`config.mk`:
```
export PLATFORM = sky130hd
export DESIGN_NAME = scrunch_event_queue
export DESIGN_NICKNAME = d
export VERILOG_FILES = /design/src/rtl/evq_pkg.sv /design/src/rtl/evq_slot_probe.sv /design/src/rtl/evq_compactor.sv /design/src/rtl/evq_insert_net.sv /design/src/rtl/scrunch_event_queue.sv
export SDC_FILE = /design/constraint.sdc
export NUM_CORES = 2
export LEC_CHECK = 0
export BUFFER_PORTS_ARGS = -buffer_cell sky130_fd_sc_hd__buf_2
export CAP_MARGIN = 20
export CELL_PAD_IN_SITES_DETAIL_PLACEMENT = 2
export CELL_PAD_IN_SITES_GLOBAL_PLACEMENT = 2
export CORE_AREA = 4 4 360 540
export DETAILED_ROUTE_END_ITERATION = 8
export DIE_AREA = 0 0 364 544
export PLACE_DENSITY = 0.79
export SETUP_SLACK_MARGIN = 0.3
export SLEW_MARGIN = 10
export SYNTH_ARGS = -nofsm -noshare
export SYNTH_HDL_FRONTEND = slang
export SYNTH_SLANG_ARGS = --single-unit
```
`constraint.sdc`:
```
create_clock -name clk -period 9 [get_ports clk]
set_input_delay 0 -clock clk [delete_from_list [all_inputs] [get_ports clk]]
set_output_delay 0 -clock clk [all_outputs]
set_load 0.01 [all_outputs]
```
`src/rtl/evq_pkg.sv`:
```
package evq_pkg;
  localparam int TAG_W  = 32;
  localparam int BEAD_W = 13;

  typedef struct packed {
    logic              vld;
    logic [TAG_W-1:0]  tag;
    logic [BEAD_W-1:0] bead_a;
    logic [BEAD_W-1:0] bead_b;
  } evq_entry_t;

  // stored entry stays ahead of a newcomer with tag t_new (ties keep arrival order)
  function automatic logic evq_stays_ahead(logic [TAG_W-1:0] t_old, logic [TAG_W-1:0] t_new);
    return t_old <= t_new;
  endfunction

  // a live entry is hit by a broadcast when either bead matches
  function automatic logic evq_bead_hit(evq_entry_t e, logic [BEAD_W-1:0] b);
    return e.vld && (e.bead_a == b || e.bead_b == b);
  endfunction
endpackage

```
`src/rtl/evq_slot_probe.sv`:
```
module evq_slot_probe
  import evq_pkg::*;
(
  input  evq_entry_t        ent,
  input  logic              kill_en,
  input  logic [BEAD_W-1:0] kill_bead,
  output logic              hit
);
  // local associative compare against the broadcast bead
  assign hit = kill_en & evq_bead_hit(ent, kill_bead);
endmodule

```
`src/rtl/evq_compactor.sv`:
```
module evq_compactor
  import evq_pkg::*;
#(
  parameter int DEPTH = 16
) (
  input  evq_entry_t [DEPTH-1:0] src,
  output evq_entry_t [DEPTH-1:0] dst,
  output logic       [DEPTH-1:0] gap_one,
  output logic       [DEPTH-1:0] gap_two
);
  // gap_one[j]: at least one empty slot ahead of j; gap_two[j]: at least two
  always_comb begin
    logic seen1;
    logic seen2;
    seen1 = 1'b0;
    seen2 = 1'b0;
    for (int j = 0; j < DEPTH; j++) begin
      gap_one[j] = seen1;
      gap_two[j] = seen2;
      if (!src[j].vld) begin
        seen2 = seen2 | seen1;
        seen1 = 1'b1;
      end
    end
  end

  // each entry advances by min(2, gaps ahead); slot j gathers from j, j+1 or j+2
  for (genvar j = 0; j < DEPTH; j++) begin : g_slot
    evq_entry_t from1;
    evq_entry_t from2;
    logic       take1;
    logic       take2;
    logic       keep;
    if (j + 1 < DEPTH) begin : g_n1
      assign from1 = src[j+1];
      assign take1 = src[j+1].vld & gap_one[j+1] & ~gap_two[j+1];
    end else begin : g_n1_none
      assign from1 = '0;
      assign take1 = 1'b0;
    end
    if (j + 2 < DEPTH) begin : g_n2
      assign from2 = src[j+2];
      assign take2 = src[j+2].vld & gap_two[j+2];
    end else begin : g_n2_none
      assign from2 = '0;
      assign take2 = 1'b0;
    end
    assign keep   = src[j].vld & ~gap_one[j];
    assign dst[j] = take2 ? from2 : take1 ? from1 : keep ? src[j] : '0;
  end
endmodule

```
`src/rtl/evq_insert_net.sv`:
```
module evq_insert_net
  import evq_pkg::*;
#(
  parameter int DEPTH = 16
) (
  input  evq_entry_t [DEPTH-1:0] cur,
  input  logic                   ins_en,
  input  evq_entry_t             ins_ent,
  output evq_entry_t [DEPTH-1:0] nxt,
  output logic                   accept,
  output logic                   refuse
);
  logic [DEPTH-1:0] ahead_suf;  // some live entry at >= j stays ahead of newcomer
  logic [DEPTH-1:0] land;       // newcomer's ordered slot
  logic [DEPTH-1:0] push_in;    // slot j receives cur[j-1] pushed back
  logic             spill;      // displacement chain ran off the tail

  always_comb begin
    logic run;
    logic prev;
    run = 1'b0;
    for (int j = DEPTH - 1; j >= 0; j--) begin
      run = run | (cur[j].vld & evq_stays_ahead(cur[j].tag, ins_ent.tag));
      ahead_suf[j] = run;
    end
    prev = 1'b1;
    for (int j = 0; j < DEPTH; j++) begin
      land[j] = ~ahead_suf[j] & prev;  // equal tags stay ahead
      prev = ahead_suf[j];
    end
    run = 1'b0;
    for (int j = 0; j < DEPTH; j++) begin
      push_in[j] = run;
      run = (land[j] | push_in[j]) & cur[j].vld;  // chain ends at first free slot
    end
    spill = run;
  end

  // no place for the newcomer, or shifting would drop the tail entry
  assign refuse = ins_en & (~(|land) | spill);
  assign accept = ins_en & ~refuse;

  for (genvar j = 0; j < DEPTH; j++) begin : g_slot
    evq_entry_t behind;
    if (j > 0) begin : g_prev
      assign behind = cur[j-1];
    end else begin : g_head
      assign behind = '0;
    end
    assign nxt[j] = (accept & land[j])    ? ins_ent :
                    (accept & push_in[j]) ? behind  : cur[j];
  end
endmodule

```
`src/rtl/scrunch_event_queue.sv`:
```
module scrunch_event_queue
  import evq_pkg::*;
#(
  parameter int DEPTH = 16
) (
  input  logic              clk,
  input  logic              rst_n,
  input  logic              push_en,
  input  logic [TAG_W-1:0]  push_tag,
  input  logic [BEAD_W-1:0] push_bead_a,
  input  logic [BEAD_W-1:0] push_bead_b,
  input  logic              kill_en,
  input  logic [BEAD_W-1:0] kill_bead,
  input  logic              pop_en,
  output logic              pop_valid,
  output logic [TAG_W-1:0]  pop_tag,
  output logic [BEAD_W-1:0] pop_bead_a,
  output logic [BEAD_W-1:0] pop_bead_b,
  output logic              overflow
);
  evq_entry_t [DEPTH-1:0] slots_q;
  evq_entry_t [DEPTH-1:0] thinned;   // after broadcast kill and head removal
  evq_entry_t [DEPTH-1:0] squeezed;  // after gap advance
  evq_entry_t [DEPTH-1:0] slots_d;
  logic       [DEPTH-1:0] kill_hit;
  logic       [DEPTH-1:0] gap_one;
  logic       [DEPTH-1:0] gap_two;
  logic                   head_take;
  logic                   push_accept;
  logic                   push_refuse;
  evq_entry_t             push_ent;

  assign push_ent = '{vld: 1'b1, tag: push_tag, bead_a: push_bead_a, bead_b: push_bead_b};

  for (genvar j = 0; j < DEPTH; j++) begin : g_cell
    evq_slot_probe u_probe (
      .ent       (slots_q[j]),
      .kill_en   (kill_en),
      .kill_bead (kill_bead),
      .hit       (kill_hit[j])
    );
    assign thinned[j] = {slots_q[j].vld & ~kill_hit[j] & ~((j == 0) & pop_en),
                         slots_q[j].tag, slots_q[j].bead_a, slots_q[j].bead_b};
  end

  // head leaves only if live after this cycle's kill
  assign head_take = pop_en & slots_q[0].vld & ~kill_hit[0];

  evq_compactor #(.DEPTH(DEPTH)) u_squeeze (
    .src     (thinned),
    .dst     (squeezed),
    .gap_one (gap_one),
    .gap_two (gap_two)
  );

  evq_insert_net #(.DEPTH(DEPTH)) u_insert (
    .cur     (squeezed),
    .ins_en  (push_en),
    .ins_ent (push_ent),
    .nxt     (slots_d),
    .accept  (push_accept),
    .refuse  (push_refuse)
  );

  always_ff @(posedge clk) begin
    if (!rst_n) begin
      slots_q    <= '0;
      pop_valid  <= 1'b0;
      pop_tag    <= '0;
      pop_bead_a <= '0;
      pop_bead_b <= '0;
      overflow   <= 1'b0;
    end else begin
      slots_q    <= slots_d;
      pop_valid  <= head_take;
      pop_tag    <= head_take ? slots_q[0].tag    : '0;
      pop_bead_a <= head_take ? slots_q[0].bead_a : '0;
      pop_bead_b <= head_take ? slots_q[0].bead_b : '0;
      overflow   <= push_refuse;
    end
  end
endmodule

```
==> results.json <==
{
  "powerDensity_mw_per_mm2": 130,
  "final_cell_mix": "1803 x nand2_1, 1004 x dfxtp_1, 615 x a22oi_1, 513 x nand3_1, 512 x ha_1",
  "fin_nets": 9969,
  "antenna_found_initial": 9,
  "synthArstFlopShare_pct": 0,
  "skew_ps": 42.8,
  "hold_violations": 0,
  "critPathLaunchType": "flip-flop",
  "holdWs_ps": 119,
  "violations": "DRC",
  "io_pins": 136,
  "maxCapViolations": 0,
  "wl_um": 363000,
  "synthesis.nets": 10300,
  "path_clk_slew_ps": 70,
  "rows": 196,
  "drt_drc_violations_left": 6,
  "ant_nets": 0,
  "initial_utilization_pct": 38.9,
  "numCtsBuffers": 118,
  "leakage_nw": 31.9,
  "mappedNetlistArea_mm2": 0.0737,
  "synth_cells": 9707,
  "tritoncts": "done",
  "setup_viol": 0,
  "relSlewSlack_pct": 24.4,
  "syn_avg_cell_area_um2": 7.59,
  "final_util_pct": 43.2,
  "cpPeakStageDelay_ps": 700,
  "ys_warn_count": 0,
  "yosys.area.top_type": "dfxtp_1",
  "htree_levels": 3,
  "totalPowerFinal_w": 0.0107,
  "synth-edff-count": 0,
  "endpoint_kind": "flip-flop",
  "cts.sinks": 1004,
  "core_mm2": 0.190,
  "setup_tns_ps": 0,
  "ys_seq_elements": 1004,
  "gp_congestion": 0.945,
  "dieArea_mm2": 0.198,
  "io_buffers": 135,
  "final_common_cell": "nand2_1",
  "finalNonFillerCells": 12000,
  "insertion_delay_ps": 780,
  "cpMaxStageDelayCell": "or4_1",
  "cp.arrival_ps": 9180,
  "fmax_mhz": 117,
  "layout-drive-gt1-share_pct": 8.57,
  "synthDistinctLibCells": 92,
  "hold_path.class": "in -> reg",
  "dr.pass1.iters": 9,
  "yosys-top-cells-area": "dfxtp_1 27%, nand2_1 9.2%, ha_1 8.7%",
  "dp_cells": 11700,
  "rsz0062_at_grt": "no",
  "crit_fanout": 50,
  "grt_max_degree": 229,
  "detail_route.iter0.violations": 7255,
  "vias": 81200,
  "yosys.area.top_type_share_pct": 27.3,
  "n_fill_cell": 21700,
  "routed_via_density": 6.79,
  "die_x_um": 364,
  "grt_overflow": 0,
  "track_usage_pct": 35.2,
  "die_h_um": 544,
  "yosysSeqAreaShare_pct": 27.3,
  "slew_violations": 0,
  "fin_crit_ps": 8550,
  "synth_ff_type": "dfxtp_1",
  "wl_per_cell_um": 30.3,
  "worst-slew-pin-transition_ps": 1130,
  "ir_drop_uv": 161,
  "area_growth_pct": 11.2,
  "status": "complete, but fails checks",
  "crit_type": "reg -> reg",
  "clockBufferDepth": 3,
  "crit_required_ps": 9630,
  "grt_pass1_vias": 86000,
  "grt_pass1_wl_um": 549000,
  "finalCritPeriodShare_pct": 95.0,
  "root_buffer": "clkbuf_16",
  "hpwlAfterDp_um": 278000
}
==> state kept, by name (all words and copies together), names as in the netlist <==
register    count
pop_tag        32
overflow        1
pop_bead_b     13
pop_bead_a     13
pop_valid       1
slots_q       944
==> layout make-up <==
cell class / instances / area, um^2 / area share [%]
clock buffers: 176 / 3570 / 4.35
diodes: 3 / 7.51 / 0.00916
repair buffers: 535 / 4610 / 5.63
flip-flops and latches: 1004 / 20100 / 24.5
inverters: 110 / 420 / 0.513
clock inverters: 40 / 487 / 0.594
well taps: 2475 / 3100 / 3.78
multi-input cells: 7612 / 49600 / 60.6
==> cell families (layout without fill, tap and decap cells) <==
family	count (synthesis)	count (layout)	synth area share, %
XOR/XNOR	420	420	4.99
buffers and inverters	1091	861	6.07
AO/OA/AOI/OAI	3063	3063	29.2
adder cells (fa/ha/maj)	513	513	8.71
other	0	3	0
AND/OR/NAND/NOR	3493	3493	22.1
flip-flops	1004	1004	27.3
multiplexers	123	123	1.69
==> where the power goes <==
part           switching (W)  internal [W]
sequential         0.0000183       0.00447
clock                0.00222       0.00300
combinational       0.000699      0.000251
total                0.00293       0.00772
==> cell usage after synthesis, types with 134 or more instances <==
| library cell | n |
|---|---|
| xnor2_1 | 388 |
| o22ai_1 | 217 |
| dfxtp_1 | 1004 |
| o221ai_1 | 267 |
| o21ai_0 | 502 |
| nand4_1 | 421 |
| nor2_1 | 216 |
| nand2_1 | 1813 |
| o211ai_1 | 135 |
| a21o_1 | 141 |
| a222oi_1 | 134 |
| nand3_1 | 520 |
| ha_1 | 512 |
| a21oi_1 | 441 |
| a22oi_1 | 615 |
| clkbuf_1 | 764 |
==> repair_timing <==
| item | CTS | global route |
|---|---|---|
| hold endpoints to repair | 558 | 0 |
| gates resized for setup | 0 | 8 |
| setup endpoints to repair | 0 | 486 |
| hold buffers | 61 | 0 |
| buffers inserted | 0 | 2 |
==> worst max-delay path, delay by kind of cell, from the launching register on <==
| kind | cells | cell delay, ps |
|---|---|---|
| buf+inv | 5 | 1290 |
| xor+xnor | 1 | 180 |
| compound gates | 9 | 2800 |
| flops | 1 | 490 |
| simple gates | 12 | 2960 |
| fa+ha+maj | 2 | 620 |
==> stage by stage <==
step | setup WS (ps) | cell area, um^2
global placement | 495 | 77200
finish | 452 | 81900
detailed placement | 153 | 77200
floorplan | 2290 | 73700
CTS | 305 | 81900
global route | 304 | 81900
==> routing by layer <==
layer | track usage (%) | up-vias | routed length [um] | part of all wire, %
met5 | 0 | - | 8 | 0.0022
met4 | 13.9 | 2 | 14800 | 4.1
met3 | 3.80 | 597 | 21200 | 5.9
met2 | 57.9 | 2800 | 166000 | 46
met1 | 47.1 | 41700 | 160000 | 44
li1 | - | 36100 | - | -
==> worst paths after layout <==
check / start / end / slack [ps] / depth (start not counted)
setup reg to reg: slots_q[119] / slots_q[818] / 450 / 29
hold / removal: push_en / overflow / 120 / 3
hold reg to reg: slots_q[53] / pop_tag[27] / 450 / 1
setup / recovery: slots_q[119] / slots_q[818] / 450 / 29
Power figures use the tool's default switching activity.
